File: src/rtl/trap_csr_pkg.sv
package trap_csr_pkg;
    // CSR access kinds
    localparam logic [1:0] CSR_READ  = 2'd0;
    localparam logic [1:0] CSR_WRITE = 2'd1;
    localparam logic [1:0] CSR_SWAP  = 2'd2;

    // privilege encodings
    localparam logic [1:0] PRIV_USER = 2'd0;
    localparam logic [1:0] PRIV_MACH = 2'd3;

    // one stack frame: {priv[1:0], enable}
    localparam int         FRAME_W      = 3;
    localparam logic [2:0] FRAME_TRAP   = {PRIV_MACH, 1'b0};
    localparam logic [2:0] FRAME_REFILL = {PRIV_USER, 1'b1};

    // CSR address map
    localparam logic [11:0] ADDR_STATUS  = 12'h300;
    localparam logic [11:0] ADDR_SCRATCH = 12'h340;
    localparam logic [11:0] ADDR_EPC     = 12'h341;
    localparam logic [11:0] ADDR_CAUSE   = 12'h342;

    // cause codes recorded by software-visible convention
    localparam int CAUSE_ILLEGAL = 2;
    localparam int CAUSE_ECALL   = 8;

    typedef enum logic [1:0] {
        RD_IDLE      = 2'd0,
        RD_TRAP_USER = 2'd1,
        RD_TRAP_MACH = 2'd2,
        RD_RETURN    = 2'd3
    } redir_e;
endpackage

File: src/rtl/trap_csr_stack.sv
module trap_csr_stack
    import trap_csr_pkg::*;
#(
    parameter int XLEN   = 32,
    parameter int LEVELS = 4
) (
    input  logic            clk,
    input  logic            rst_n,
    input  logic            push,
    input  logic            pop,
    input  logic            wr_en,
    input  logic [XLEN-1:0] wr_data,
    output logic [XLEN-1:0] status,
    output logic [1:0]      priv,
    output logic            ie
);
    localparam int STACK_W = FRAME_W * LEVELS;
    localparam logic [XLEN-1:0] RESET_VAL = {{(XLEN-FRAME_W){1'b0}}, FRAME_TRAP};

    logic [XLEN-1:0] status_q, status_d;
    logic [STACK_W-1:0] stack_q;

    assign stack_q = status_q[STACK_W-1:0];

    always_comb begin
        status_d = status_q;
        if (push) begin
            status_d[STACK_W-1:0] = {stack_q[STACK_W-FRAME_W-1:0], FRAME_TRAP};
        end else if (pop) begin
            status_d[STACK_W-1:0] = {FRAME_REFILL, stack_q[STACK_W-1:FRAME_W]};
        end else if (wr_en) begin
            status_d = wr_data;
        end
    end

    always_ff @(posedge clk) begin
        if (!rst_n) status_q <= RESET_VAL;
        else        status_q <= status_d;
    end

    assign status = status_q;
    assign priv   = status_q[2:1];
    assign ie     = status_q[0];
endmodule

File: src/rtl/trap_csr_regs.sv
module trap_csr_regs
    import trap_csr_pkg::*;
#(
    parameter int XLEN = 32
) (
    input  logic            clk,
    input  logic            rst_n,
    input  logic            capture,
    input  logic [XLEN-1:0] cap_pc,
    input  logic [XLEN-1:0] cap_cause,
    input  logic            wr_scratch,
    input  logic            wr_epc,
    input  logic            wr_cause,
    input  logic [XLEN-1:0] wr_data,
    output logic [XLEN-1:0] scratch,
    output logic [XLEN-1:0] epc,
    output logic [XLEN-1:0] cause
);
    always_ff @(posedge clk) begin
        if (!rst_n) begin
            scratch <= '0;
            epc     <= '0;
            cause   <= '0;
        end else begin
            if (wr_scratch) scratch <= wr_data;
            if (capture) begin
                epc   <= cap_pc;
                cause <= cap_cause;
            end else begin
                if (wr_epc)   epc   <= wr_data;
                if (wr_cause) cause <= wr_data;
            end
        end
    end
endmodule

File: src/rtl/trap_csr_fsm.sv
module trap_csr_fsm
    import trap_csr_pkg::*;
#(
    parameter int              XLEN     = 32,
    parameter logic [XLEN-1:0] USER_VEC = 32'h100,
    parameter logic [XLEN-1:0] MACH_VEC = 32'h1C0
) (
    input  logic            clk,
    input  logic            rst_n,
    input  logic            trap_req,
    input  logic            ret_req,
    input  logic            from_user,
    input  logic [XLEN-1:0] epc,
    output logic            redirect_valid,
    output logic [XLEN-1:0] redirect_pc
);
    redir_e state_q, state_d;

    always_comb begin
        if (trap_req)     state_d = from_user ? RD_TRAP_USER : RD_TRAP_MACH;
        else if (ret_req) state_d = RD_RETURN;
        else              state_d = RD_IDLE;
    end

    always_ff @(posedge clk) begin
        if (!rst_n) state_q <= RD_IDLE;
        else        state_q <= state_d;
    end

    always_comb begin
        unique case (state_q)
            RD_IDLE: begin
                redirect_valid = 1'b0;
                redirect_pc    = '0;
            end
            RD_TRAP_USER: begin
                redirect_valid = 1'b1;
                redirect_pc    = USER_VEC;
            end
            RD_TRAP_MACH: begin
                redirect_valid = 1'b1;
                redirect_pc    = MACH_VEC;
            end
            RD_RETURN: begin
                redirect_valid = 1'b1;
                redirect_pc    = epc;
            end
            default: begin
                redirect_valid = 1'b0;
                redirect_pc    = '0;
            end
        endcase
    end
endmodule

File: src/rtl/trap_csr_unit.sv
module trap_csr_unit
    import trap_csr_pkg::*;
#(
    parameter int              XLEN     = 32,
    parameter int              ADDR_W   = 12,
    parameter int              LEVELS   = 4,
    parameter logic [XLEN-1:0] USER_VEC = 32'h100,
    parameter logic [XLEN-1:0] MACH_VEC = 32'h1C0
) (
    input  logic              clk,
    input  logic              rst_n,
    input  logic              trap_valid,
    input  logic [XLEN-1:0]   trap_cause,
    input  logic [XLEN-1:0]   trap_pc,
    input  logic              eret_valid,
    input  logic              csr_valid,
    input  logic [1:0]        csr_op,
    input  logic [ADDR_W-1:0] csr_addr,
    input  logic [XLEN-1:0]   csr_wdata,
    output logic [XLEN-1:0]   csr_rdata,
    output logic              redirect_valid,
    output logic [XLEN-1:0]   redirect_pc,
    output logic [1:0]        cur_priv,
    output logic              int_en
);
    logic [XLEN-1:0] status_q, scratch_q, epc_q, cause_q;
    logic            do_write, do_pop;
    logic            hit_status, hit_scratch, hit_epc, hit_cause;

    assign hit_status  = (csr_addr == ADDR_W'(ADDR_STATUS));
    assign hit_scratch = (csr_addr == ADDR_W'(ADDR_SCRATCH));
    assign hit_epc     = (csr_addr == ADDR_W'(ADDR_EPC));
    assign hit_cause   = (csr_addr == ADDR_W'(ADDR_CAUSE));

    // writes lose to traps/returns and are refused in user mode
    assign do_write = csr_valid && (csr_op == CSR_WRITE || csr_op == CSR_SWAP)
                      && (cur_priv != PRIV_USER) && !trap_valid && !eret_valid;
    assign do_pop   = eret_valid && !trap_valid;

    trap_csr_stack #(.XLEN(XLEN), .LEVELS(LEVELS)) u_stack (
        .clk     (clk),
        .rst_n   (rst_n),
        .push    (trap_valid),
        .pop     (do_pop),
        .wr_en   (do_write && hit_status),
        .wr_data (csr_wdata),
        .status  (status_q),
        .priv    (cur_priv),
        .ie      (int_en)
    );

    trap_csr_regs #(.XLEN(XLEN)) u_regs (
        .clk        (clk),
        .rst_n      (rst_n),
        .capture    (trap_valid),
        .cap_pc     (trap_pc),
        .cap_cause  (trap_cause),
        .wr_scratch (do_write && hit_scratch),
        .wr_epc     (do_write && hit_epc),
        .wr_cause   (do_write && hit_cause),
        .wr_data    (csr_wdata),
        .scratch    (scratch_q),
        .epc        (epc_q),
        .cause      (cause_q)
    );

    trap_csr_fsm #(.XLEN(XLEN), .USER_VEC(USER_VEC), .MACH_VEC(MACH_VEC)) u_fsm (
        .clk            (clk),
        .rst_n          (rst_n),
        .trap_req       (trap_valid),
        .ret_req        (do_pop),
        .from_user      (cur_priv == PRIV_USER),
        .epc            (epc_q),
        .redirect_valid (redirect_valid),
        .redirect_pc    (redirect_pc)
    );

    always_comb begin
        csr_rdata = '0;
        if (csr_valid && csr_op != CSR_WRITE) begin
            if (hit_status)  csr_rdata = status_q;
            if (hit_scratch) csr_rdata = scratch_q;
            if (hit_epc)     csr_rdata = epc_q;
            if (hit_cause)   csr_rdata = cause_q;
        end
    end
endmodule

File: config.mk
export PLATFORM = sky130hd
export DESIGN_NAME = trap_csr_unit
export DESIGN_NICKNAME = d
export VERILOG_FILES = /design/src/rtl/trap_csr_pkg.sv /design/src/rtl/trap_csr_stack.sv /design/src/rtl/trap_csr_regs.sv /design/src/rtl/trap_csr_fsm.sv /design/src/rtl/trap_csr_unit.sv
export SDC_FILE = /design/constraint.sdc
export NUM_CORES = 1
export LEC_CHECK = 0
export BUFFER_PORTS_ARGS = -buffer_cell sky130_fd_sc_hd__buf_4
export CORE_ASPECT_RATIO = 0.7
export CORE_MARGIN = 1.5
export CORE_UTILIZATION = 46
export CTS_CLUSTER_DIAMETER = 100
export DETAILED_ROUTE_END_ITERATION = 12
export PLACE_DENSITY = 0.71
export SYNTH_ARGS = -nofsm -noshare
export SYNTH_HDL_FRONTEND = slang
export SYNTH_SLANG_ARGS = --single-unit
File: constraint.sdc
create_clock -name clk -period 3 [get_ports clk]
set_clock_uncertainty 0.1 [all_clocks]
set_input_delay 0.3 -clock clk [delete_from_list [all_inputs] [get_ports clk]]
set_output_delay 0.3 -clock clk [all_outputs]
set_load 0.03 [all_outputs]
==> impl_metrics.ini <==
[finish]
drive_above_1_share = 0.251
final_cell_mix = 208 x buf_4, 161 x o21ai_0, 149 x a21oi_1
diodes = 0
area_growth_pct = 27.7
fin_area_um2 = 9330
final_common_cell = buf_4
nets = 1199

[placed_design]
placed_area_um2 = 8720
dp_hpwl_um = 16400
gp_congestion = 0.847
numPortBuffers = 182

[floorplan]
rows = 38
initial_core_util = 0.471
die_area_um2 = 16700
die_x_um = 154
ios = 183
core_area_um2 = 15500
die_y_um = 108

[clock_network]
cts_setup_buffers = 0
hold_buffers = 0
cts_sinks = 130
cts.path.max_buffers = 2
htree_levels = 4
cts-resized-gates = 0
tritoncts = done
cts_root_buf = clkbuf_16
clk_pin_slew_worst_paths_ps = 60
clock_latency_ps = 410
cts_buffers = 17

[sta]
post-route-period-util = 0.884
whs_ps = 47.8
finalSetupTns_ps = 0
fmax_ghz = 0.377
min_period_ps = 2650
rsz0062_at_grt = no
setup_viol = 0
tightest_slew_ps = 1110
max_slew_margin = 0.259
drv_slew = 0
finalHoldViolCount = 0

[route]
drt_iter0_drc = 906
drt_pre_antenna_iters = 8
wl_per_cell_um = 20.0
vias = 8098
wl_um = 25900
vias_per_cell = 6.25
drc = 0
ant_nets = 0

[worst_hold_path]
hold_start = trap_pc[3]
min_path_type = input pin to flop

[synthesis]
synth_ff_type = dfxtp_1
netlist_area_um2 = 7300
seq_area_frac_synth = 0.356
synth_fp_nets = 1083
synthArstFlopShare = 0
ys_seq_elements = 130
syn_inst = 967
syn_avg_cell_area_um2 = 7.55
ys_types = 47
ys_warn_count = 0
synth_edf_count = 0

[power]
p_comb_frac = 0.120
clkPwrFrac = 0.472
leakage_uw = 0.00357
p_sw_uw = 1140
seq_power_share = 0.408
p_sw_frac = 0.251
vdd_drop_max_uv = 446
p_int_uw = 3400
powerDensity_nw_per_um2 = 487

[flow_run]
maxCapViolCount = 0

[global_route]
grt_start_max_net_pins = 67
grt_pass1_vias = 7460
grt_overflow = 0
gr-usage-all-layers = 0.310
antenna_found_initial = 0
grt_pass1_wl_um = 41100

[critical_path]
crit_type = input pin to output port
critPathArrivalTime_ps = 2250
r2r_start = u_stack.status[2]
critPathLaunch = csr_addr[0]
end_kind = output port
path_max_fanout = 36
cp-start-kind = input pin
worstPathRequired_ps = 2600

[outcome]
outcome = complete, no violations
==> registers in the layout, summed over array words and instances, names as in the netlist <==
signal and flops:
u_fsm.state_q 2, u_regs.cause 32, u_regs.scratch 32, u_regs.epc 32
u_stack.status 32
==> critical path, stage by stage <==
cell and delay [ps]:
buf_4 230, nor4bb_1 590, and4_2 330, buf_4 310
a221oi_1 100, nor2_1 180, buf_4 190
==> cell usage after synthesis, types with 4 or more instances <==
cell,instances,area share
a21oi_1,149,0.10
a221oi_1,33,0.040
a31oi_1,48,0.041
a32oi_1,15,0.018
and3_1,31,0.027
buf_1,4,0.0021
buf_2,17,0.012
buf_6,9,0.014
clkbuf_1,83,0.043
dfxtp_1,130,0.36
inv_1,7,0.0036
mux2i_1,15,0.021
nand2_1,21,0.011
nand2b_1,32,0.027
nand3_1,57,0.039
nor2_1,68,0.035
o211ai_1,10,0.010
o211ai_2,15,0.026
o21ai_0,161,0.11
o21ai_1,20,0.014
==> worst paths after layout <==
| check | end | slack [ps] | cells past startpoint |
|---|---|---|---|
| worst max-delay path | csr_rdata[13] | 350 | 7 |
| worst min-delay path | u_regs.epc[3] | 50 | 3 |
| worst max register to register | u_stack.status[11] | 700 | 4 |
| worst min register to register | u_regs.cause[20] | 370 | 2 |
==> kinds of logic (layout without fill, tap and decap cells) <==
logic type,count (synthesis),after routing,share of synthesized area
compound gates,461,461,0.372
simple gates,235,235,0.170
flops,130,130,0.356
buf+inv,125,254,0.0795
mux,15,15,0.0206
fa+ha+maj,1,1,0.00171
==> stage by stage <==
stage / cells / setup WS, ps / utilization / power (µW)
3_3_place_gp: 1264 / 388 / 0.563 / 2420
2_1_floorplan: 967 / 411 / - / 2160
5_1_grt: 1296 / 178 / 0.602 / 4680
6_report: 1296 / 347 / 0.602 / 4540
3_5_place_dp: 1264 / 399 / 0.563 / 2420
4_1_cts: 1296 / 392 / 0.602 / 4540
==> final cells by class <==
class / count / area (µm²)
Clock buffer: 23 / 478
Timing Repair Buffer: 214 / 1680
Multi-Input combinational cell: 712 / 4160
Tap cell: 200 / 250
Fill cell: 1424 / 6170
Clock inverter: 9 / 129
Inverter: 8 / 30.0
Sequential cell: 130 / 2600
==> layer usage <==
layer / wire length, µm / global-route usage / part of all wire
met5: 0 / 0 / 0
met2: 10800 / 0.456 / 0.42
met3: 2740 / 0.0645 / 0.11
met1: 12100 / 0.456 / 0.47
met4: 272 / 0.0832 / 0.011
==> power by group through the flow <==
stage                     registers [µW]  clock network, µW  logic (µW)
after floorplan                     1860                  0         292
after global placement              1890                  0         534
after detailed placement            1890                  0         535
after CTS                           1850               2150         537
after global routing                1860               2230         590
final                               1850               2140         545
(Power assumes the default switching activity.)
